===== src/rtl/fpctx_pkg.sv =====
package fpctx_pkg;

    localparam int WORD_W = 32;

    typedef enum logic [3:0] {
        ST_IDLE,
        ST_REQ,
        ST_WAIT,
        ST_DONE_SKIP,
        ST_DONE_LAZY,
        ST_DONE_LOAD,
        ST_F_NOCP,
        ST_F_ALIGN,
        ST_F_BUS
    } fsm_t;

    typedef enum logic [2:0] {
        ENTRY_SKIP,
        ENTRY_NOCP,
        ENTRY_LAZY,
        ENTRY_ALIGN,
        ENTRY_LOAD
    } entry_t;

    typedef struct packed {
        logic secure;
        logic ctx_active;
        logic cp_ok;
        logic lazy_pend;
        logic ext;
    } cmd_flags_t;

    // Priority of the command outcomes: skip, access, lazy, alignment, load.
    function automatic entry_t classify(input cmd_flags_t f, input logic misaligned);
        if (!f.secure || !f.ctx_active) return ENTRY_SKIP;
        if (!f.cp_ok)                   return ENTRY_NOCP;
        if (f.lazy_pend)                return ENTRY_LAZY;
        if (misaligned)                 return ENTRY_ALIGN;
        return ENTRY_LOAD;
    endfunction

    function automatic logic is_terminal(input fsm_t s);
        return (s == ST_DONE_SKIP) || (s == ST_DONE_LAZY) || (s == ST_DONE_LOAD) ||
               (s == ST_F_NOCP) || (s == ST_F_ALIGN) || (s == ST_F_BUS);
    endfunction

endpackage


===== src/rtl/fpctx_ctrl.sv =====
module fpctx_ctrl
    import fpctx_pkg::*;
#(
    parameter int ADDR_W     = 32,
    parameter int BASE_WORDS = 16,
    parameter int EXT_WORDS  = 32,
    parameter int ALIGN_LSB  = 3,
    localparam int IDX_W     = $clog2(EXT_WORDS)
) (
    input  logic              clk,
    input  logic              rst,
    input  logic              start,
    input  logic [ADDR_W-1:0] frame_ptr,
    input  cmd_flags_t        flags,
    input  logic              mem_rvalid,
    input  logic              mem_err,
    output fsm_t              state,
    output logic [IDX_W-1:0]  word_idx,
    output logic              stat_phase,
    output logic [ADDR_W-1:0] fp_q,
    output logic              accept
);

    localparam logic [IDX_W-1:0] LAST_BASE = IDX_W'(BASE_WORDS - 1);
    localparam logic [IDX_W-1:0] LAST_EXT  = IDX_W'(EXT_WORDS - 1);

    logic             ext_q;
    logic             misaligned;
    entry_t           entry;
    logic [IDX_W-1:0] last_idx;

    assign misaligned = |frame_ptr[ALIGN_LSB-1:0];
    assign entry      = classify(flags, misaligned);
    assign last_idx   = ext_q ? LAST_EXT : LAST_BASE;
    assign accept     = (state == ST_WAIT) && mem_rvalid && !mem_err;

    always_ff @(posedge clk) begin
        if (rst) begin
            state      <= ST_IDLE;
            word_idx   <= '0;
            stat_phase <= 1'b0;
            fp_q       <= '0;
            ext_q      <= 1'b0;
        end else begin
            unique case (state)
                ST_IDLE: begin
                    if (start) begin
                        unique case (entry)
                            ENTRY_SKIP:  state <= ST_DONE_SKIP;
                            ENTRY_NOCP:  state <= ST_F_NOCP;
                            ENTRY_LAZY:  state <= ST_DONE_LAZY;
                            ENTRY_ALIGN: state <= ST_F_ALIGN;
                            default: begin
                                state      <= ST_REQ;
                                word_idx   <= '0;
                                stat_phase <= 1'b0;
                                fp_q       <= frame_ptr;
                                ext_q      <= flags.ext;
                            end
                        endcase
                    end
                end
                ST_REQ: state <= ST_WAIT;
                ST_WAIT: begin
                    if (mem_rvalid) begin
                        if (mem_err) begin
                            state <= ST_F_BUS;
                        end else if (stat_phase) begin
                            state <= ST_DONE_LOAD;
                        end else if (word_idx == last_idx) begin
                            stat_phase <= 1'b1;
                            state      <= ST_REQ;
                        end else begin
                            word_idx <= word_idx + 1'b1;
                            state    <= ST_REQ;
                        end
                    end
                end
                default: state <= ST_IDLE;
            endcase
        end
    end

endmodule


===== src/rtl/fpctx_addr_gen.sv =====
module fpctx_addr_gen #(
    parameter int ADDR_W     = 32,
    parameter int BASE_WORDS = 16,
    parameter int EXT_WORDS  = 32,
    parameter int GAP_BYTES  = 8,
    localparam int IDX_W     = $clog2(EXT_WORDS),
    localparam int STAT_OFS  = 4 * BASE_WORDS
) (
    input  logic [ADDR_W-1:0] fp_q,
    input  logic [IDX_W-1:0]  word_idx,
    input  logic              stat_phase,
    output logic [ADDR_W-1:0] mem_addr
);

    logic [ADDR_W-1:0] word_ofs;
    logic [ADDR_W-1:0] gap_ofs;

    assign word_ofs = ADDR_W'({word_idx, 2'b00});

    generate
        if (GAP_BYTES > 0) begin : g_gap
            logic upper;
            assign upper   = (word_idx >= IDX_W'(BASE_WORDS));
            assign gap_ofs = upper ? ADDR_W'(GAP_BYTES) : '0;
        end else begin : g_nogap
            assign gap_ofs = '0;
        end
    endgenerate

    assign mem_addr = stat_phase ? (fp_q + ADDR_W'(STAT_OFS))
                                 : (fp_q + word_ofs + gap_ofs);

endmodule


===== src/rtl/fpctx_pair_asm.sv =====
module fpctx_pair_asm
    import fpctx_pkg::*;
#(
    parameter int EXT_WORDS = 32,
    localparam int IDX_W    = $clog2(EXT_WORDS),
    localparam int DREG_W   = IDX_W - 1
) (
    input  logic                clk,
    input  logic                rst,
    input  logic                accept,
    input  logic                stat_phase,
    input  logic [IDX_W-1:0]    word_idx,
    input  logic [WORD_W-1:0]   rdata,
    output logic                rf_we,
    output logic [DREG_W-1:0]   rf_idx,
    output logic [2*WORD_W-1:0] rf_data,
    output logic                stat_we,
    output logic [WORD_W-1:0]   stat_data
);

    logic [WORD_W-1:0] lo_q;
    logic              take_lo;
    logic              take_hi;
    logic              take_stat;

    assign take_stat = accept && stat_phase;
    assign take_lo   = accept && !stat_phase && !word_idx[0];
    assign take_hi   = accept && !stat_phase && word_idx[0];

    always_ff @(posedge clk) begin
        if (rst) begin
            lo_q      <= '0;
            rf_we     <= 1'b0;
            rf_idx    <= '0;
            rf_data   <= '0;
            stat_we   <= 1'b0;
            stat_data <= '0;
        end else begin
            rf_we   <= take_hi;
            stat_we <= take_stat;
            if (take_lo) lo_q <= rdata;
            if (take_hi) begin
                rf_idx  <= word_idx[IDX_W-1:1];
                rf_data <= {rdata, lo_q};
            end
            if (take_stat) stat_data <= rdata;
        end
    end

endmodule


===== src/rtl/fpctx_restore.sv =====
module fpctx_restore
    import fpctx_pkg::*;
#(
    parameter int ADDR_W     = 32,
    parameter int BASE_WORDS = 16,
    parameter int EXT_WORDS  = 32,
    parameter int GAP_BYTES  = 8,
    parameter int ALIGN_LSB  = 3,
    localparam int IDX_W     = $clog2(EXT_WORDS),
    localparam int DREG_W    = IDX_W - 1
) (
    input  logic                clk,
    input  logic                rst,
    input  logic                start,
    input  logic [ADDR_W-1:0]   frame_ptr,
    input  logic                in_secure,
    input  logic                in_ctx_active,
    input  logic                in_cp_ok,
    input  logic                in_lazy_pend,
    input  logic                in_ext_frame,
    output logic                busy,
    output logic                done,
    output logic                fault_nocp,
    output logic                fault_unalign,
    output logic                fault_bus,
    output logic                lazy_clr,
    output logic                fpca_set,
    output logic                mem_req,
    output logic [ADDR_W-1:0]   mem_addr,
    input  logic                mem_rvalid,
    input  logic [WORD_W-1:0]   mem_rdata,
    input  logic                mem_err,
    output logic                rf_we,
    output logic [DREG_W-1:0]   rf_idx,
    output logic [2*WORD_W-1:0] rf_data,
    output logic                stat_we,
    output logic [WORD_W-1:0]   stat_data
);

    cmd_flags_t        flags;
    fsm_t              state;
    logic [IDX_W-1:0]  word_idx;
    logic              stat_phase;
    logic [ADDR_W-1:0] fp_q;
    logic              accept;

    assign flags = '{secure:     in_secure,
                     ctx_active: in_ctx_active,
                     cp_ok:      in_cp_ok,
                     lazy_pend:  in_lazy_pend,
                     ext:        in_ext_frame};

    fpctx_ctrl #(
        .ADDR_W     (ADDR_W),
        .BASE_WORDS (BASE_WORDS),
        .EXT_WORDS  (EXT_WORDS),
        .ALIGN_LSB  (ALIGN_LSB)
    ) u_ctrl (
        .clk        (clk),
        .rst        (rst),
        .start      (start),
        .frame_ptr  (frame_ptr),
        .flags      (flags),
        .mem_rvalid (mem_rvalid),
        .mem_err    (mem_err),
        .state      (state),
        .word_idx   (word_idx),
        .stat_phase (stat_phase),
        .fp_q       (fp_q),
        .accept     (accept)
    );

    fpctx_addr_gen #(
        .ADDR_W     (ADDR_W),
        .BASE_WORDS (BASE_WORDS),
        .EXT_WORDS  (EXT_WORDS),
        .GAP_BYTES  (GAP_BYTES)
    ) u_addr (
        .fp_q       (fp_q),
        .word_idx   (word_idx),
        .stat_phase (stat_phase),
        .mem_addr   (mem_addr)
    );

    fpctx_pair_asm #(
        .EXT_WORDS  (EXT_WORDS)
    ) u_pair (
        .clk        (clk),
        .rst        (rst),
        .accept     (accept),
        .stat_phase (stat_phase),
        .word_idx   (word_idx),
        .rdata      (mem_rdata),
        .rf_we      (rf_we),
        .rf_idx     (rf_idx),
        .rf_data    (rf_data),
        .stat_we    (stat_we),
        .stat_data  (stat_data)
    );

    assign mem_req       = (state == ST_REQ);
    assign busy          = (state == ST_REQ) || (state == ST_WAIT);
    assign done          = (state == ST_DONE_SKIP) || (state == ST_DONE_LAZY) ||
                           (state == ST_DONE_LOAD);
    assign lazy_clr      = (state == ST_DONE_LAZY);
    assign fpca_set      = (state == ST_DONE_LAZY) || (state == ST_DONE_LOAD);
    assign fault_nocp    = (state == ST_F_NOCP);
    assign fault_unalign = (state == ST_F_ALIGN);
    assign fault_bus     = (state == ST_F_BUS);

endmodule


===== config.mk =====
export PLATFORM = sky130hd
export DESIGN_NAME = fpctx_restore
export DESIGN_NICKNAME = d
export VERILOG_FILES = /design/src/rtl/fpctx_pkg.sv /design/src/rtl/fpctx_ctrl.sv /design/src/rtl/fpctx_addr_gen.sv /design/src/rtl/fpctx_pair_asm.sv /design/src/rtl/fpctx_restore.sv
export SDC_FILE = /design/constraint.sdc
export NUM_CORES = 1
export LEC_CHECK = 0
export BUFFER_PORTS_ARGS = -buffer_cell sky130_fd_sc_hd__buf_2
export CORE_MARGIN = 2
export CORE_UTILIZATION = 55
export DETAILED_ROUTE_END_ITERATION = 6
export HOLD_SLACK_MARGIN = 0.03
export PLACE_DENSITY = 0.84
export SLEW_MARGIN = 10
export SYNTH_ARGS = -nofsm -noshare
export SYNTH_HDL_FRONTEND = slang
export SYNTH_SLANG_ARGS = --single-unit

===== constraint.sdc =====
create_clock -name clk -period 9.9 [get_ports clk]
set_input_delay 2.97 -clock clk [delete_from_list [all_inputs] [get_ports clk]]
set_output_delay 2.97 -clock clk [all_outputs]
set_load 0.01 [all_outputs]

==> impl_metrics.tcl, run 1 <==
set metrics [dict create \
    status "finished, final reports clean" \
    synthCells 925 \
    die_area_mm2 0.0142 \
    fin_cells 1290 \
    finalWeightedCongestion 0.855 \
    worstHoldStart "u_pair.lo_q[20]" \
    first_pass_iters 5 \
    crit_path_end_kind "output port" \
    clockRootBuffer "clkbuf_16" \
    drc_errors 0 \
    regArea_mm2 0.00354 \
    layout-drive-gt1-share_pct 25.5 \
    rows 42 \
    holdPathStages 2 \
    rsz0062_at_grt "no" \
    tightestPinTransition_ns 1.12 \
    numCtsBuffers 17 \
    ant_nets 0 \
    async_flop_share_pct 0 \
    whs_ns 0.449 \
    seq_area_frac_synth_pct 48.6 \
    ys_ff_latch 177 \
    power.leakage_nw 3.71 \
    io_buffers 215 \
    required_ns 6.93 \
    setup_tns_ns 0 \
    maxSlewViolCount 0 \
    route.detailed.vias_per_inst 5.22 \
    rrSetupSlack_ns 7.13 \
    start_util_pct 55.8 \
    io_pins 216 \
    synth_compound_area_share_pct 14.6 \
    power_density_mw_per_mm2 165 \
    slowest_delay_ns 0.85 \
    pre_cts_ws_ns 4.03 \
    gr-usage-met1_pct 32.4 \
    place_inst 1257 \
    grt_max_degree 87 \
    die_width_um 119 \
    crit_fanout 11 \
    grt_usage_pct 25.2 \
    grt_pass1_wl_mm 29.2 \
    synth-simple-area-share_pct 25.2 \
    post_drt_wl_per_cell_um 13.9 \
    grt-busiest-layer "met2" \
    overflow 0 \
    fin_nets 1188 \
    vias 6737 \
    synth_fa_ha_area_share_pct 2.61 \
    syn-num-nets 1013 \
    postCtsHoldBufs 0 \
    synth_edf_count 0 \
    finalClockSkew_ns 0.0104 \
    multiInputGateArea_mm2 0.00341 \
    hold_end "u_pair.rf_data[20]" \
    clk_latency_ns 0.42 \
    syn-cell-area_mm2 0.00730 \
    die_h_um 119 \
    synth_warnings 0 \
    met3_usage_pct 6.94 \
    critPathBufInv 1 \
    post-route-min-period_ns 6.37 \
    path_cells "fa_1, ha_1, a211oi_1, o21bai_1, a31oi_1, nor4_1, xor2_1, buf_2" \
    antenna_found_initial 1 \
    r2r_end "u_pair.rf_data[59]" \
    crit_type "reg2out" \
    ys_types 51 \
    coreArea_mm2 0.0131 \
    total_power_mw 1.47 \
    slew_headroom_pct 25.2 \
    cp_data_arrival_time_ns 3.40 \
    dpl.hpwl_mm 12.0 \
    reg2reg_depth 6 \
    fillers 1150 \
    hold_violations 0 \
    htreeDepth 4 \
    first_iter_violations 513 \
    area_growth_pct 21.6 \
    place_area_mm2 0.00834 \
    cts_tree "done" \
    layout_common_cells "nand2_1, buf_2, dfxtp_1" \
    r2r_start "u_ctrl.state[1]" \
    synth.avg_cell_area_um2 7.89 \
    max_freq_mhz 157 \
    min_path_type "reg2reg" \
    grt_util_met2_pct 40.7 \
    first_global_vias 6228 \
    setup_violations 0 \
    synthMuxAreaShare_pct 0.892 \
    post_cts_resized 0 \
    synth_top_family_by_area "simple AND/OR/NAND/NOR gates" \
    cp_top_family "compound AO/OA/AOI/OAI gates" \
    clockBufferDepth 2 \
    cts_sinks 177 \
    setup_slack_ns 3.53 \
    wirelength_mm 17.9 \
    vdd_drop_max_v 0.000109 \
    finalCritPeriodShare_pct 64.3 \
    final_util_pct 67.8 \
    crit_slowest_cell "a31oi_1" \
    final_common_cell "nand2_1" \
    path_clk_slew_ns 0.07 \
    postCtsSetupBuffers 0 \
    synth-xor-area-share_pct 3.36 \
    ys.flop_type "dfxtp_1" \
    stdcell_area_mm2 0.00887 \
    start_kind "register" \
    cap_violations 0 \
]
-- where the power goes --
group / total (mW) / switching (mW) / internal (mW) / leakage (nW)
clock network: 0.613 / 0.288 / 0.325 / 0.263
registers: 0.740 / 0.0147 / 0.725 / 1.43
logic: 0.114 / 0.0702 / 0.0441 / 2.02
-- sequential cells by signal, summed over array words and instances (netlist names), 4 cells and up --
register / count
u_ctrl.state: 4
u_pair.lo_q: 32
u_pair.rf_idx: 4
u_pair.stat_data: 32
u_pair.rf_data: 64
u_ctrl.word_idx: 5
u_ctrl.fp_q: 32
-- worst register-to-register path, stage by stage, from the launching register on --
cell,delay [ns]
dfxtp_1,0.55
or4b_4,0.58
nor2_8,0.17
and4b_2,0.49
buf_4,0.59
nand2_1,0.15
a21oi_1,0.17
-- routing by layer --
layer	share of wire, %	vias to the layer above
met5	0	-
met4	1.9	0
li1	-	3390
met1	44	3086
met2	47	236
met3	7.3	25
-- cell usage after synthesis, drive strengths merged (7+ instances only) --
master  number  area [um^2]
a21oi      173          903
buf         28          175
clkbuf      39          146
dfxtp      177         3540
ha          12          150
inv          7         26.3
nand2      344         1320
nand3       12         60.1
nand4        8         50.1
nor2        19         87.6
nor3        10         50.1
o21ai        8         40.0
xnor2       13          114
xor2        15          131
-- kinds of logic after synthesis --
group | after synthesis
buffers and inverters | 74
flip-flops | 177
AND/OR/NAND/NOR | 430
XOR/XNOR | 28
multiplexers | 6
AO/OA/AOI/OAI | 196
adder cells (fa/ha/maj) | 14
-- layout make-up --
type                    instances  share of cell area (%)
diodes                          1                  0.0282
clock buffers                  18                    4.84
well taps                     176                    2.48
repair buffers                223                    12.8
multi-input cells             674                    38.4
flip-flops and latches        177                    39.9
inverters                       7                   0.296
clock inverters                14                    1.17
-- how the worst max path moves through the flow --
stage | startpoint | to | slack, ns | depth (start not counted)
after floorplan | u_ctrl.word_idx[4] | mem_addr[19] | 4.33 | 10
after global placement | u_ctrl.word_idx[4] | mem_addr[30] | 4.13 | 8
after detailed placement | u_ctrl.word_idx[4] | mem_addr[30] | 4.03 | 8
after CTS | u_ctrl.word_idx[4] | mem_addr[30] | 3.58 | 8
after global routing | u_ctrl.word_idx[4] | mem_addr[30] | 3.36 | 8
final | u_ctrl.word_idx[4] | mem_addr[30] | 3.53 | 8
No activity file was read; power rests on OpenSTA's default activity.
==> run 2, diff against run 1 <==
--- a/config.mk
+++ b/config.mk
@@ -7,10 +7,10 @@
 export LEC_CHECK = 0
 export BUFFER_PORTS_ARGS = -buffer_cell sky130_fd_sc_hd__buf_2
 export CORE_MARGIN = 2
-export CORE_UTILIZATION = 55
+export CORE_UTILIZATION = 52
 export DETAILED_ROUTE_END_ITERATION = 6
 export HOLD_SLACK_MARGIN = 0.03
-export PLACE_DENSITY = 0.84
+export PLACE_DENSITY = 0.8
 export SLEW_MARGIN = 10
 export SYNTH_ARGS = -nofsm -noshare
 export SYNTH_HDL_FRONTEND = slang
==> constraint.sdc (replaced) <==
create_clock -name clk -period 5.9 [get_ports clk]
set_input_delay 1.77 -clock clk [delete_from_list [all_inputs] [get_ports clk]]
set_output_delay 1.77 -clock clk [all_outputs]
set_load 0.01 [all_outputs]
==> run 2 against run 1 <==
  * Global-route usage is 1.3 points lower
  * Die area rose by 5.6%
  * Critical path depth unchanged
  * Critical path type unchanged
  * Highest routed layer unchanged
==> impl_metrics.tcl, run 2 (synthesis gave the netlist of run 1 again) <==
set metrics [dict create \
    final_common_cell "nand2_1" \
    rows 43 \
    largest_reg_flops 64 \
    die_area_mm2 0.0150 \
    crit_path_end_kind "output port" \
    postCtsSetupBuffers 0 \
    power_density_mw_per_mm2 291 \
    wirelength_mm 18.3 \
    first_global_vias 6001 \
    postCtsHoldBufs 0 \
    r2r_start "u_ctrl.state[1]" \
    finalClockSkew_ns 0.00547 \
    die_h_um 122 \
    grt_usage_pct 23.9 \
    layout_common_cells "nand2_1, buf_2, dfxtp_1" \
    slowest_delay_ns 0.80 \
    grt_pass1_wl_mm 28.7 \
    tightestPinTransition_ns 1.05 \
    vias 6743 \
    path_cells "fa_1, ha_1, a211oi_1, o21bai_1, a31oi_1, nor4_1, xor2_1, buf_2" \
    grt_max_degree 89 \
    largest_register "u_pair.rf_data" \
    setup_tns_ns 0 \
    fin_nets 1189 \
    finalCritPeriodShare_pct 86.1 \
    maxSlewViolCount 0 \
    cts_sinks 177 \
    drc_errors 0 \
    clk_latency_ns 0.42 \
    pre_cts_ws_ns 1.28 \
    first_pass_iters 5 \
    overflow 0 \
    post-route-min-period_ns 5.08 \
    status "finished, final reports clean" \
    r2r_end "u_pair.rf_data[34]" \
    io_pins 216 \
    numCtsBuffers 17 \
    crit_fanout 11 \
    path_clk_slew_ns 0.07 \
    vdd_drop_max_v 0.000180 \
    cp_data_arrival_time_ns 3.31 \
    rrSetupSlack_ns 3.09 \
    required_ns 4.13 \
    htreeDepth 4 \
    hold_end "u_pair.rf_data[21]" \
    io_buffers 215 \
    max_freq_mhz 197 \
    cts_tree "done" \
    post_cts_resized 0 \
    clockBufferDepth 2 \
    holdPathStages 2 \
    crit_slowest_cell "a31oi_1" \
    finalWeightedCongestion 0.813 \
    min_path_type "reg2reg" \
    setup_violations 0 \
    start_util_pct 53.0 \
    layout-drive-gt1-share_pct 25.6 \
    antenna_found_initial 0 \
    setup_slack_ns 0.818 \
    hold_violations 0 \
    reg2reg_depth 6 \
    die_width_um 122 \
    power.leakage_nw 3.75 \
    cap_violations 0 \
    post_drt_wl_per_cell_um 14.1 \
    clockRootBuffer "clkbuf_16" \
    worstHoldStart "u_pair.lo_q[21]" \
    coreArea_mm2 0.0138 \
    insertedDiodeCount 0 \
    rsz0062_at_grt "no" \
    route.detailed.vias_per_inst 5.21 \
    first_iter_violations 481 \
    crit_type "reg2out" \
    area_growth_pct 22.8 \
    slew_headroom_pct 29.8 \
    ant_nets 0 \
    dpl.hpwl_mm 12.2 \
    start_kind "register" \
]
-- run 2: changes by cell type in the layout (fill, tap and decap cells not counted), sizes merged --
cell / change
clkbuf: +1
buf: +1
clkinv: -4
diode: -1
bufinv: +3
-- run 2: how the worst max path moves through the flow --
stage	start	to	cells after the start
3_3_place_gp	u_ctrl.word_idx[4]	mem_addr[30]	8
4_1_cts	u_ctrl.word_idx[4]	mem_addr[30]	8
6_report	u_ctrl.word_idx[4]	mem_addr[30]	8
3_5_place_dp	u_ctrl.word_idx[4]	mem_addr[30]	8
5_1_grt	u_ctrl.word_idx[4]	mem_addr[20]	8
2_1_floorplan	u_ctrl.word_idx[4]	mem_addr[19]	10
-- run 2: worst max-delay path: cells and delay by family (launching register included) --
family,cells,cell delay (ns)
AO/OA/AOI/OAI,3,1.21
XOR/XNOR,1,0.19
adder cells (fa/ha/maj),2,0.71
buffers and inverters,1,0.15
flip-flops,1,0.44
AND/OR/NAND/NOR,1,0.20
-- run 2: metrics by stage --
stage | utilization [%] | total power [mW] | cell area (um^2) | hold WS [ns] | cells
CTS | 65.1 | 2.62 | 8960 | 0.451 | 1294
finish | 65.1 | 2.61 | 8960 | 0.450 | 1294
detailed placement | 60.6 | 1.46 | 8350 | 0.441 | 1262
global placement | 60.6 | 1.46 | 8350 | 0.438 | 1262
floorplan | - | 1.39 | 7300 | 0.431 | 925
global route | 65.1 | 2.70 | 8960 | 0.466 | 1294
-- run 2: layout make-up --
| cell class | count | area, um^2 |
|---|---|---|
| multi-input cells | 674 | 3410 |
| clock inverters | 13 | 173 |
| flip-flops and latches | 177 | 3540 |
| clock buffers | 19 | 443 |
| fillers | 1243 | 4810 |
| well taps | 180 | 225 |
| inverters | 7 | 26.3 |
| repair buffers | 224 | 1150 |
-- run 2: layer usage --
layer	track usage [%]	vias to the layer above	routed length [um]
li1	-	3397	-
met2	38.8	211	8560
met1	30.3	3105	8020
met3	6.64	30	1260
met5	0	-	0
met4	8.91	0	414
-- run 2: power breakdown --
group          leakage (nW)  internal (mW)  total (mW)  switching (mW)
sequential             1.43           1.22        1.24          0.0240
combinational          2.03         0.0744       0.193           0.119
clock                 0.299          0.688        1.18           0.488
==> run 3, diff against run 2 <==
--- a/config.mk
+++ b/config.mk
@@ -11,6 +11,7 @@
 export DETAILED_ROUTE_END_ITERATION = 6
 export HOLD_SLACK_MARGIN = 0.03
 export PLACE_DENSITY = 0.8
+export REMOVE_ABC_BUFFERS = 1
 export SLEW_MARGIN = 10
 export SYNTH_ARGS = -nofsm -noshare
 export SYNTH_HDL_FRONTEND = slang
==> constraint.sdc (replaced) <==
create_clock -name clk -period 5.9 [get_ports clk]
set_input_delay 1.18 -clock clk [delete_from_list [all_inputs] [get_ports clk]]
set_output_delay 1.18 -clock clk [all_outputs]
set_load 0.01 [all_outputs]
==> run 3 against run 2 <==
  * Sequential power about the same
  * Combinational power is essentially flat
  * First-iteration DRC count up 7.5%
  * Die area did not move
  * Non-clock buffer count unchanged
  * Global-route usage rose by 0.75 points
  * Worst setup slack better by 0.55 ns
  * Clock skew about the same
  * Final cell count stayed put
  * Fmax grew 12%
  * Final area grew 0.34%
  * Sequential cell count stayed put
  * Largest power group unchanged
==> impl_metrics.tcl, run 3 (synthesis gave the netlist of run 1 again) <==
set metrics [dict create \
    wirelength_mm 18.6 \
    fillers 1217 \
    swShare_pct 23.2 \
    cp_data_arrival_time_ns 3.35 \
    cts_sinks 177 \
    power.leakage_nw 3.76 \
    area_growth_pct 23.3 \
    crit_type "reg2out" \
    crit_path_end_kind "output port" \
    wl_met1_mm 7.97 \
    route.detailed.vias_per_inst 5.22 \
    total_power_mw 2.63 \
    finalClockSkew_ns 0.00511 \
    drc_errors 0 \
    whs_ns 0.448 \
    postCtsHoldBufs 0 \
    rsz0062_at_grt "no" \
    largest_register "u_pair.rf_data" \
    die_h_um 122 \
    power_density_mw_per_mm2 292 \
    wl_met2_mm 9.06 \
    regArea_mm2 0.00354 \
    antenna_found_initial 0 \
    postCtsSetupBuffers 0 \
    slowest_delay_ns 0.81 \
    hold_violations 0 \
    grt_usage_pct 24.6 \
    final_common_cell "nand2_1" \
    first_global_vias 6203 \
    dpl.hpwl_mm 12.1 \
    slew_headroom_pct 24.5 \
    layout-drive-gt1-share_pct 25.7 \
    largest_reg_flops 64 \
    grt_pass1_wl_mm 29.3 \
    coreArea_mm2 0.0138 \
    path_cells "fa_1, ha_1, a211oi_1, o21bai_1, a31oi_1, nor4_1, xor2_1, buf_2" \
    pwr-share-clk_pct 45.4 \
    crit_slowest_cell "a31oi_1" \
    post_drt_wl_per_cell_um 14.4 \
    layout_common_cells "nand2_1, buf_2, dfxtp_1" \
    status "finished, final reports clean" \
    io_buffers 215 \
    first_pass_iters 5 \
    insertedDiodeCount 0 \
    post-route-min-period_ns 4.53 \
    rows 43 \
    numCtsBuffers 17 \
    io_pins 216 \
    setup_tns_ns 0 \
    crit_fanout 11 \
    intPower_mw 2.02 \
    min_path_type "reg2reg" \
    cts_tree "done" \
    multiInputGateArea_mm2 0.00341 \
    finalWeightedCongestion 0.879 \
    post_cts_resized 0 \
    path_clk_slew_ns 0.06 \
    final_util_pct 65.3 \
    clockBufferDepth 2 \
    p_seq_share_pct 47.3 \
    highest_layer "met4" \
    first_iter_violations 517 \
    pre_cts_ws_ns 1.85 \
    power_frac_comb_pct 7.3 \
    required_ns 4.72 \
    vias 6756 \
    cap_violations 0 \
    start_util_pct 53.0 \
    grt_max_degree 106 \
    fin_nets 1189 \
    setup_violations 0 \
    overflow 0 \
    clk_latency_ns 0.42 \
    met3WireLength_mm 1.02 \
    start_kind "register" \
    finalCritPeriodShare_pct 76.7 \
    rrSetupSlack_ns 3.03 \
    maxSlewViolCount 0 \
    p_switching_mw 0.609 \
    ant_nets 0 \
    clockRootBuffer "clkbuf_16" \
    setup_slack_ns 1.37 \
    die_width_um 122 \
    htreeDepth 4 \
    tightestPinTransition_ns 1.13 \
    vdd_drop_max_v 0.000208 \
    max_freq_mhz 221 \
    die_area_mm2 0.0150 \
]
==> run 3: power by group through the flow <==
stage	Combinational (mW)	Sequential (mW)	Clock [mW]
detailed placement	0.190	1.27	0
floorplan	0.103	1.26	0
global placement	0.188	1.27	0
global route	0.215	1.24	1.26
finish	0.192	1.24	1.19
CTS	0.192	1.24	1.21
==> run 3: area by class of cell <==
cell class	instances	area share (%)
tap	180	2.50
clock inverter	10	1.64
sequential	177	39.4
inverter	7	0.292
clock buffer	22	5.50
multi-input combinational	674	37.9
timing repair buffer	224	12.8
==> run 3: metrics by stage <==
| step | instances | instance area [um^2] |
|---|---|---|
| CTS | 1294 | 8990 |
| floorplan | 858 | 6980 |
| finish | 1294 | 8990 |
| detailed placement | 1262 | 8350 |
| global route | 1294 | 8990 |
| global placement | 1262 | 8350 |
==> run 3: per-layer routing <==
layer | vias to the layer above | GRT usage (%)
met5 | - | 0
met4 | 0 | 10.6
met3 | 43 | 5.76
met2 | 207 | 41.5
met1 | 3116 | 30.1
li1 | 3390 | -
==> run 3: worst max-delay path, delay by kind of cell, from the launching register on <==
family	cells	cell delay [ns]
fa+ha+maj	2	0.71
compound gates	3	1.21
buf+inv	1	0.15
simple gates	1	0.21
xor+xnor	1	0.19
flops	1	0.46
==> run 3: worst paths after layout <==
kind         cells past startpoint                 end          startpoint
min                              2  u_pair.rf_data[17]  u_pair.rf_data[17]
min reg2reg                      2  u_pair.rf_data[17]  u_pair.rf_data[17]
max                              8        mem_addr[30]  u_ctrl.word_idx[1]
max reg2reg                      6  u_pair.rf_data[18]     u_ctrl.state[1]
